File: src/rtl/mxq_pkg.sv
package mxq_pkg;
  localparam int LANES  = 4;
  localparam int CODE_W = 8;
  localparam int CONT_W = 32;

  typedef enum logic [1:0] {
    LAY_PASS   = 2'd0,
    LAY_CONTIG = 2'd1,
    LAY_INTLV  = 2'd2,
    LAY_BAD    = 2'd3
  } layout_e;

  typedef enum logic [1:0] {
    ST_IDLE,
    ST_READ,
    ST_FILL,
    ST_EMIT
  } state_e;
endpackage

File: src/rtl/mxq_row_map.sv
module mxq_row_map
  import mxq_pkg::*;
#(
  parameter int RW = 7
) (
  input  layout_e       lay,
  input  logic [RW-1:0] rows,
  input  logic [RW-1:0] group,
  input  logic [1:0]    lane,
  output logic [RW-1:0] addr
);
  logic [RW-1:0] lane_x;
  logic [RW-1:0] half_x;
  logic [RW-1:0] lo_x;

  assign lane_x = {{(RW-2){1'b0}}, lane};
  assign half_x = lane[1] ? (rows >> 1) : '0;
  assign lo_x   = {{(RW-1){1'b0}}, lane[0]};

  always_comb begin
    case (lay)
      LAY_CONTIG: addr = (group << 2) + lane_x;
      LAY_INTLV:  addr = half_x + (group << 1) + lo_x;
      default:    addr = group;
    endcase
  end
endmodule

File: src/rtl/mxq_quad_buffer.sv
module mxq_quad_buffer
  import mxq_pkg::*;
#(
  parameter int COLS = 8,
  parameter int CW   = 3
) (
  input  logic                   clk,
  input  logic                   rst_n,
  input  logic                   cap_en,
  input  logic [1:0]             cap_lane,
  input  logic [COLS*CODE_W-1:0] row_data,
  input  logic [CW-1:0]          col_sel,
  input  logic                   fmt8,
  input  logic                   pack,
  output logic [CONT_W-1:0]      cont
);
  logic [CODE_W-1:0] store_q [LANES][COLS];

  for (genvar l = 0; l < LANES; l++) begin : g_lane
    for (genvar c = 0; c < COLS; c++) begin : g_col
      always_ff @(posedge clk or negedge rst_n) begin
        if (!rst_n)
          store_q[l][c] <= '0;
        else if (cap_en && cap_lane == 2'(l))
          store_q[l][c] <= row_data[c*CODE_W +: CODE_W];
      end
    end
  end

  logic [CODE_W-1:0] pick;
  always_comb begin
    cont = '0;
    pick = '0;
    for (int k = 0; k < LANES; k++) begin
      pick = store_q[k][col_sel];
      if (pack || k == 0) begin
        if (fmt8) cont[k*8 +: 8] = pick;
        else      cont[k*4 +: 4] = pick[3:0];
      end
    end
  end
endmodule

File: src/rtl/mxq_packer.sv
module mxq_packer
  import mxq_pkg::*;
#(
  parameter  int ROWS_MAX = 64,
  parameter  int COLS     = 8,
  localparam int RW       = $clog2(ROWS_MAX + 1),
  localparam int CW       = (COLS > 1) ? $clog2(COLS) : 1,
  localparam int RDW      = COLS * CODE_W
) (
  input  logic           clk,
  input  logic           rst_n,
  input  logic           start,
  input  logic [1:0]     layout,
  input  logic           fmt,
  input  logic [RW-1:0]  num_rows,
  output logic           busy,
  output logic           cfg_err,
  output logic           mem_rd_en,
  output logic [RW-1:0]  mem_rd_addr,
  input  logic [RDW-1:0] mem_rd_data,
  output logic           out_valid,
  input  logic           out_ready,
  output logic [31:0]    out_data
);
  state_e        state_q;
  layout_e       cfg_lay_q;
  logic          cfg_fmt_q;
  logic [RW-1:0] cfg_rows_q;
  logic [RW-1:0] grp_q, grp_last_q;
  logic [1:0]    lane_q;
  logic          cap_vld_q;
  logic [1:0]    cap_lane_q;
  logic [CW-1:0] col_q;
  logic          err_q;

  // start-time configuration check
  layout_e       req_lay;
  logic          req_bad;
  logic          req_pack;
  logic [RW-1:0] req_last;

  assign req_lay  = layout_e'(layout);
  assign req_pack = (req_lay != LAY_PASS);

  always_comb begin
    req_bad = (num_rows == '0) || (num_rows > RW'(ROWS_MAX)) || (req_lay == LAY_BAD);
    if (req_lay == LAY_CONTIG && num_rows[1:0] != 2'b00) req_bad = 1'b1;
    if (req_lay == LAY_INTLV  && num_rows[2:0] != 3'b000) req_bad = 1'b1;
    req_last = req_pack ? ((num_rows >> 2) - 1'b1) : (num_rows - 1'b1);
  end

  logic       job_pack;
  logic [1:0] lane_last;
  assign job_pack  = (cfg_lay_q != LAY_PASS);
  assign lane_last = job_pack ? 2'd3 : 2'd0;

  always_ff @(posedge clk or negedge rst_n) begin
    if (!rst_n) begin
      state_q    <= ST_IDLE;
      cfg_lay_q  <= LAY_PASS;
      cfg_fmt_q  <= 1'b0;
      cfg_rows_q <= '0;
      grp_q      <= '0;
      grp_last_q <= '0;
      lane_q     <= '0;
      cap_vld_q  <= 1'b0;
      cap_lane_q <= '0;
      col_q      <= '0;
      err_q      <= 1'b0;
    end else begin
      cap_vld_q  <= (state_q == ST_READ);
      cap_lane_q <= lane_q;
      case (state_q)
        ST_IDLE: begin
          if (start) begin
            if (req_bad) begin
              err_q <= 1'b1;
            end else begin
              err_q      <= 1'b0;
              cfg_lay_q  <= req_lay;
              cfg_fmt_q  <= fmt;
              cfg_rows_q <= num_rows;
              grp_last_q <= req_last;
              grp_q      <= '0;
              lane_q     <= '0;
              col_q      <= '0;
              state_q    <= ST_READ;
            end
          end
        end
        ST_READ: begin
          if (lane_q == lane_last) state_q <= ST_FILL;
          else                     lane_q  <= lane_q + 2'd1;
        end
        ST_FILL: begin
          col_q   <= '0;
          state_q <= ST_EMIT;
        end
        ST_EMIT: begin
          if (out_ready) begin
            if (col_q == CW'(COLS - 1)) begin
              col_q  <= '0;
              lane_q <= '0;
              if (grp_q == grp_last_q) begin
                state_q <= ST_IDLE;
              end else begin
                grp_q   <= grp_q + 1'b1;
                state_q <= ST_READ;
              end
            end else begin
              col_q <= col_q + 1'b1;
            end
          end
        end
        default: state_q <= ST_IDLE;
      endcase
    end
  end

  mxq_row_map #(.RW(RW)) u_map (
    .lay   (cfg_lay_q),
    .rows  (cfg_rows_q),
    .group (grp_q),
    .lane  (lane_q),
    .addr  (mem_rd_addr)
  );

  mxq_quad_buffer #(.COLS(COLS), .CW(CW)) u_buf (
    .clk      (clk),
    .rst_n    (rst_n),
    .cap_en   (cap_vld_q),
    .cap_lane (cap_lane_q),
    .row_data (mem_rd_data),
    .col_sel  (col_q),
    .fmt8     (cfg_fmt_q),
    .pack     (job_pack),
    .cont     (out_data)
  );

  assign busy      = (state_q != ST_IDLE);
  assign cfg_err   = err_q;
  assign mem_rd_en = (state_q == ST_READ);
  assign out_valid = (state_q == ST_EMIT);

  // a stalled beat is held
  a_r7_hold_beat: assert property (@(posedge clk) disable iff (!rst_n)
    out_valid && !out_ready |=> out_valid && $stable(out_data));

  // reads stay inside the matrix
  a_r11_addr_range: assert property (@(posedge clk) disable iff (!rst_n)
    mem_rd_en |-> mem_rd_addr < cfg_rows_q);

  // a flagged error leaves the block quiet
  a_r8_err_quiet: assert property (@(posedge clk) disable iff (!rst_n)
    cfg_err |-> !busy && !out_valid && !mem_rd_en);

  // reads and output beats never overlap
  a_r6_no_read_emit: assert property (@(posedge clk) disable iff (!rst_n)
    out_valid |-> !mem_rd_en);

  // start while busy leaves the job configuration alone
  a_r10_cfg_kept: assert property (@(posedge clk) disable iff (!rst_n)
    busy && start |=> cfg_rows_q == $past(cfg_rows_q) && cfg_lay_q == $past(cfg_lay_q));
endmodule

File: config.mk
export PLATFORM = sky130hd
export DESIGN_NAME = mxq_packer
export DESIGN_NICKNAME = d
export VERILOG_FILES = /design/src/rtl/mxq_pkg.sv /design/src/rtl/mxq_row_map.sv /design/src/rtl/mxq_quad_buffer.sv /design/src/rtl/mxq_packer.sv
export SDC_FILE = /design/constraint.sdc
export NUM_CORES = 1
export LEC_CHECK = 0
export ABC_AREA = 1
export BUFFER_PORTS_ARGS = -buffer_cell sky130_fd_sc_hd__buf_2
export CAP_MARGIN = 30
export CORE_UTILIZATION = 25
export CTS_CLUSTER_SIZE = 25
export DETAILED_ROUTE_END_ITERATION = 8
export PLACE_DENSITY = 0.51
export SLEW_MARGIN = 0
export SYNTH_ARGS = -nofsm -noshare
export SYNTH_HDL_FRONTEND = slang
export SYNTH_SLANG_ARGS = --single-unit
File: constraint.sdc
create_clock -name clk -period 1.6 [get_ports clk]
set_input_delay 0.16 -clock clk [delete_from_list [all_inputs] [get_ports clk]]
set_output_delay 0.16 -clock clk [all_outputs]
set_load 0.05 [all_outputs]
==> impl_metrics.json <==
{
  "status": "finished with violations",
  "violations": "setup timing",
  "io_pins": 121,
  "register_area_mm2": 0.00726,
  "vias_per_cell": 4.66,
  "synthAdderAreaFrac_pct": 1.94,
  "syn-cell-area_mm2": 0.0139,
  "fmax_ghz": 0.391,
  "synth-simple-area-share_pct": 18.2,
  "row_count": 86,
  "synthXorXnorAreaFrac_pct": 0.629,
  "ir_worst_vdd_mv": 2.12,
  "synthArstFlopShare_pct": 100,
  "p_int_w": 0.0236,
  "critical_path.startpoint": "col_q[0]",
  "die_x_um": 238,
  "critical_path_class": "flop to output port",
  "multi_input_comb_area_mm2": 0.00673,
  "htreeDepth": 2,
  "place_ws_ns": -0.474,
  "endpoint_kind": "output port",
  "drt-total-wl_um": 46600,
  "switchingPower_w": 0.0178,
  "fillCellCount": 5685,
  "clk_latency_ns": 0.52,
  "grt_antenna_before_repair": 0,
  "drive_gt1_share_pct": 25.7,
  "dp_hpwl_um": 32900,
  "hold_path_class": "primary input to flop",
  "startpoint_type": "flop",
  "yosysWarnings": 0,
  "drc": 0,
  "cp_max_fo": 41,
  "antennaDiodeCount": 0,
  "wl_per_cell_um": 17.0,
  "p_comb_share_pct": 51.1,
  "cts_max_path_buffers": 3,
  "cts_tree": "yes",
  "pwr-share-clk_pct": 18.4,
  "nets": 2072,
  "grtUsageTotal_pct": 16.6,
  "drtIter0Drc": 843,
  "finClkSkew_ns": 0.0133,
  "power_w": 0.0413,
  "vias": 12800,
  "grt_pass1_vias": 12800,
  "slew_viol_final": 0,
  "final_cell_mix": "nand2_1 (352), o21ai_0 (341), dfrtp_1 (286)",
  "finalSetupViolations": 55,
  "cp-endpoint": "out_data[5]",
  "synth_compound_area_share_pct": 20.3,
  "overflow": 0,
  "max_slew.worst_pin.slew_ns": 0.522,
  "muxShareOfSynthArea_pct": 0,
  "leakage_nw": 9.08,
  "final_hold_viol_count": 0,
  "cts-buffers-inserted": 34,
  "die_height_um": 238,
  "fin_crit_ns": 2.56,
  "drtAntennaViolNets": 0,
  "clkTransAtPathRegs_ns": 0.06,
  "final_cells": 2741,
  "start_util_pct": 25.3,
  "grt_first_pass_wirelength_um": 73500,
  "ys_types": 39,
  "ys_seq_area_share_pct": 52.1,
  "rr_endpoint": "lane_q[1]",
  "netSwitchingFraction_pct": 43.0,
  "synthFlopType": "dfrtp_1",
  "synthCells": 1721,
  "dieArea_mm2": 0.0566,
  "fin_crit_sh_pct": 160,
  "drv_cap": 0,
  "synth_edf_count": 0,
  "syn2layout_area_growth_pct": 40.6,
  "synthesis.nets": 1820,
  "coreArea_mm2": 0.0551,
  "setup_tns_ns": -34.83,
  "ys_ff_latch": 290,
  "dp.cells": 2611,
  "layout_commonest_cell": "nand2_1",
  "timing.final.ws_setup_ns": -0.956,
  "grt_max_degree": 71,
  "r2r_start": "col_q[0]",
  "p_per_area_mw_per_mm2": 2110,
  "worst-r2r-setup-slack_ns": -0.43,
  "gp_congestion": 0.894,
  "ff2ff_path_depth": 11,
  "seqPwrFrac_pct": 30.5,
  "rsz0062_at_grt": "true",
  "dr.pass1.iters": 5,
  "relSlewSlack_pct": 65.1,
  "port_buffers": 120,
  "cts.sinks": 290,
  "root_buffer": "clkbuf_16",
  "cp_data_arrival_time_ns": 2.40,
  "required_ns": 1.44,
  "synth_top_family_by_area": "compound AO/OA/AOI/OAI gates",
  "syn_area_per_cell_um2": 8.09
}
-- cell type report --
type                    count  share of cell area (%)
flip-flops and latches    290                    37.1
multi-input cells        1203                    34.4
repair buffers            330                    16.0
clock buffers              51                    4.99
well taps                 748                    4.78
inverters                 113                    2.28
clock inverters             5                   0.416
repair inverters            1                  0.0447
-- metal layers --
| layer | part of all wire [%] | global-route usage (%) |
|---|---|---|
| met5 | 0 | 0 |
| met4 | 3.7 | 6.31 |
| met3 | 4.3 | 2.36 |
| met2 | 47 | 27.4 |
| met1 | 45 | 22.0 |
-- registers in the layout, summed over array words and instances (netlist names) --
name	cells
cfg_err	1
grp_last_q	7
u_buf.store_q	256
grp_q	7
cfg_lay_q	2
cap_vld_q	1
state_q	2
cfg_fmt_q	1
lane_q	2
cap_lane_q	2
cfg_rows_q	6
col_q	3
-- worst max-delay path, stage by stage, from the launching register on --
cell,delay (ns)
dfrtp_4,0.54
clkinv_4,0.11
buf_12,0.21
nor2_1,0.06
o211ai_1,0.33
o211ai_1,0.31
o21ai_4,0.14
buf_6,0.17
-- cell families (layout without fill, tap and decap cells) --
| kind of cell | Yosys count | count (layout) |
|---|---|---|
| xor gates and xnor gates | 10 | 10 |
| adders and majority gates | 21 | 21 |
| AOI/OAI and AO/OA | 530 | 530 |
| buffers and inverters | 228 | 500 |
| and+or+nand+nor | 642 | 642 |
| DFF | 290 | 290 |
-- timing repair --
action / CTS / global route
gates cloned: 6 / 1
gates resized for setup: 232 / 29
hold buffers: 46 / 0
setup endpoints to repair: 57 / 59
endpoints found under the hold margin: 422 / 0
setup buffers: 12 / 11
pin swaps: 56 / 22
-- worst min-delay path by stage --
| stage | startpoint | to | slack [ns] | depth (start not counted) |
|---|---|---|---|---|
| 2_1_floorplan | rst_n | cap_lane_q[0] | -0.14 | 0 |
| 3_3_place_gp | rst_n | u_buf.store_q[49] | 0.11 | 1 |
| 3_5_place_dp | rst_n | u_buf.store_q[113] | 0.12 | 1 |
| 4_1_cts | num_rows[3] | cfg_rows_q[3] | 0.003 | 4 |
| 5_1_grt | mem_rd_data[46] | u_buf.store_q[214] | 0.02 | 3 |
| 6_report | mem_rd_data[53] | u_buf.store_q[141] | 0.01 | 3 |
-- cell usage after synthesis, types with 2 or more instances --
cell type | number | area share, %
a21oi_1 | 19 | 0.68
inv_1 | 105 | 2.8
nand3b_1 | 2 | 0.11
nor2_1 | 215 | 5.8
buf_2 | 32 | 1.2
a31oi_1 | 12 | 0.54
o22ai_1 | 33 | 1.5
a22oi_1 | 3 | 0.16
inv_2 | 5 | 0.13
nand2_2 | 6 | 0.27
ha_1 | 20 | 1.8
xor2_1 | 6 | 0.38
dfrtp_1 | 290 | 52
o21ai_1 | 34 | 1.2
clkbuf_1 | 67 | 1.8
o211ai_1 | 17 | 0.92
buf_1 | 4 | 0.11
xnor2_1 | 4 | 0.25
o21ai_2 | 7 | 0.44
nand2_1 | 373 | 10
nand3_1 | 28 | 1.0
nor3_1 | 4 | 0.14
inv_4 | 2 | 0.090
o221ai_1 | 8 | 0.50
o21ai_0 | 395 | 14
nand4_1 | 9 | 0.40
buf_4 | 9 | 0.49
-- per-stage QoR --
stage / hold WS (ns) / area (µm²) / util (%)
after detailed placement: 0.115 / 16900 / 30.6
after global routing: 0.0162 / 19600 / 35.5
after CTS: 0.00345 / 19400 / 35.2
after global placement: 0.114 / 16900 / 30.6
after floorplan: -0.136 / 14500 / -
final: 0.0103 / 19600 / 35.5
-- power by group through the flow --
| stage | Combinational, W | Sequential [W] | Clock [W] |
|---|---|---|---|
| CTS | 0.0209 | 0.0126 | 0.00779 |
| global route | 0.0230 | 0.0130 | 0.00807 |
| detailed placement | 0.0177 | 0.0126 | 0 |
| floorplan | 0.0126 | 0.0119 | 0 |
| global placement | 0.0174 | 0.0125 | 0 |
| finish | 0.0211 | 0.0126 | 0.00760 |
(Power assumes the default switching activity.)
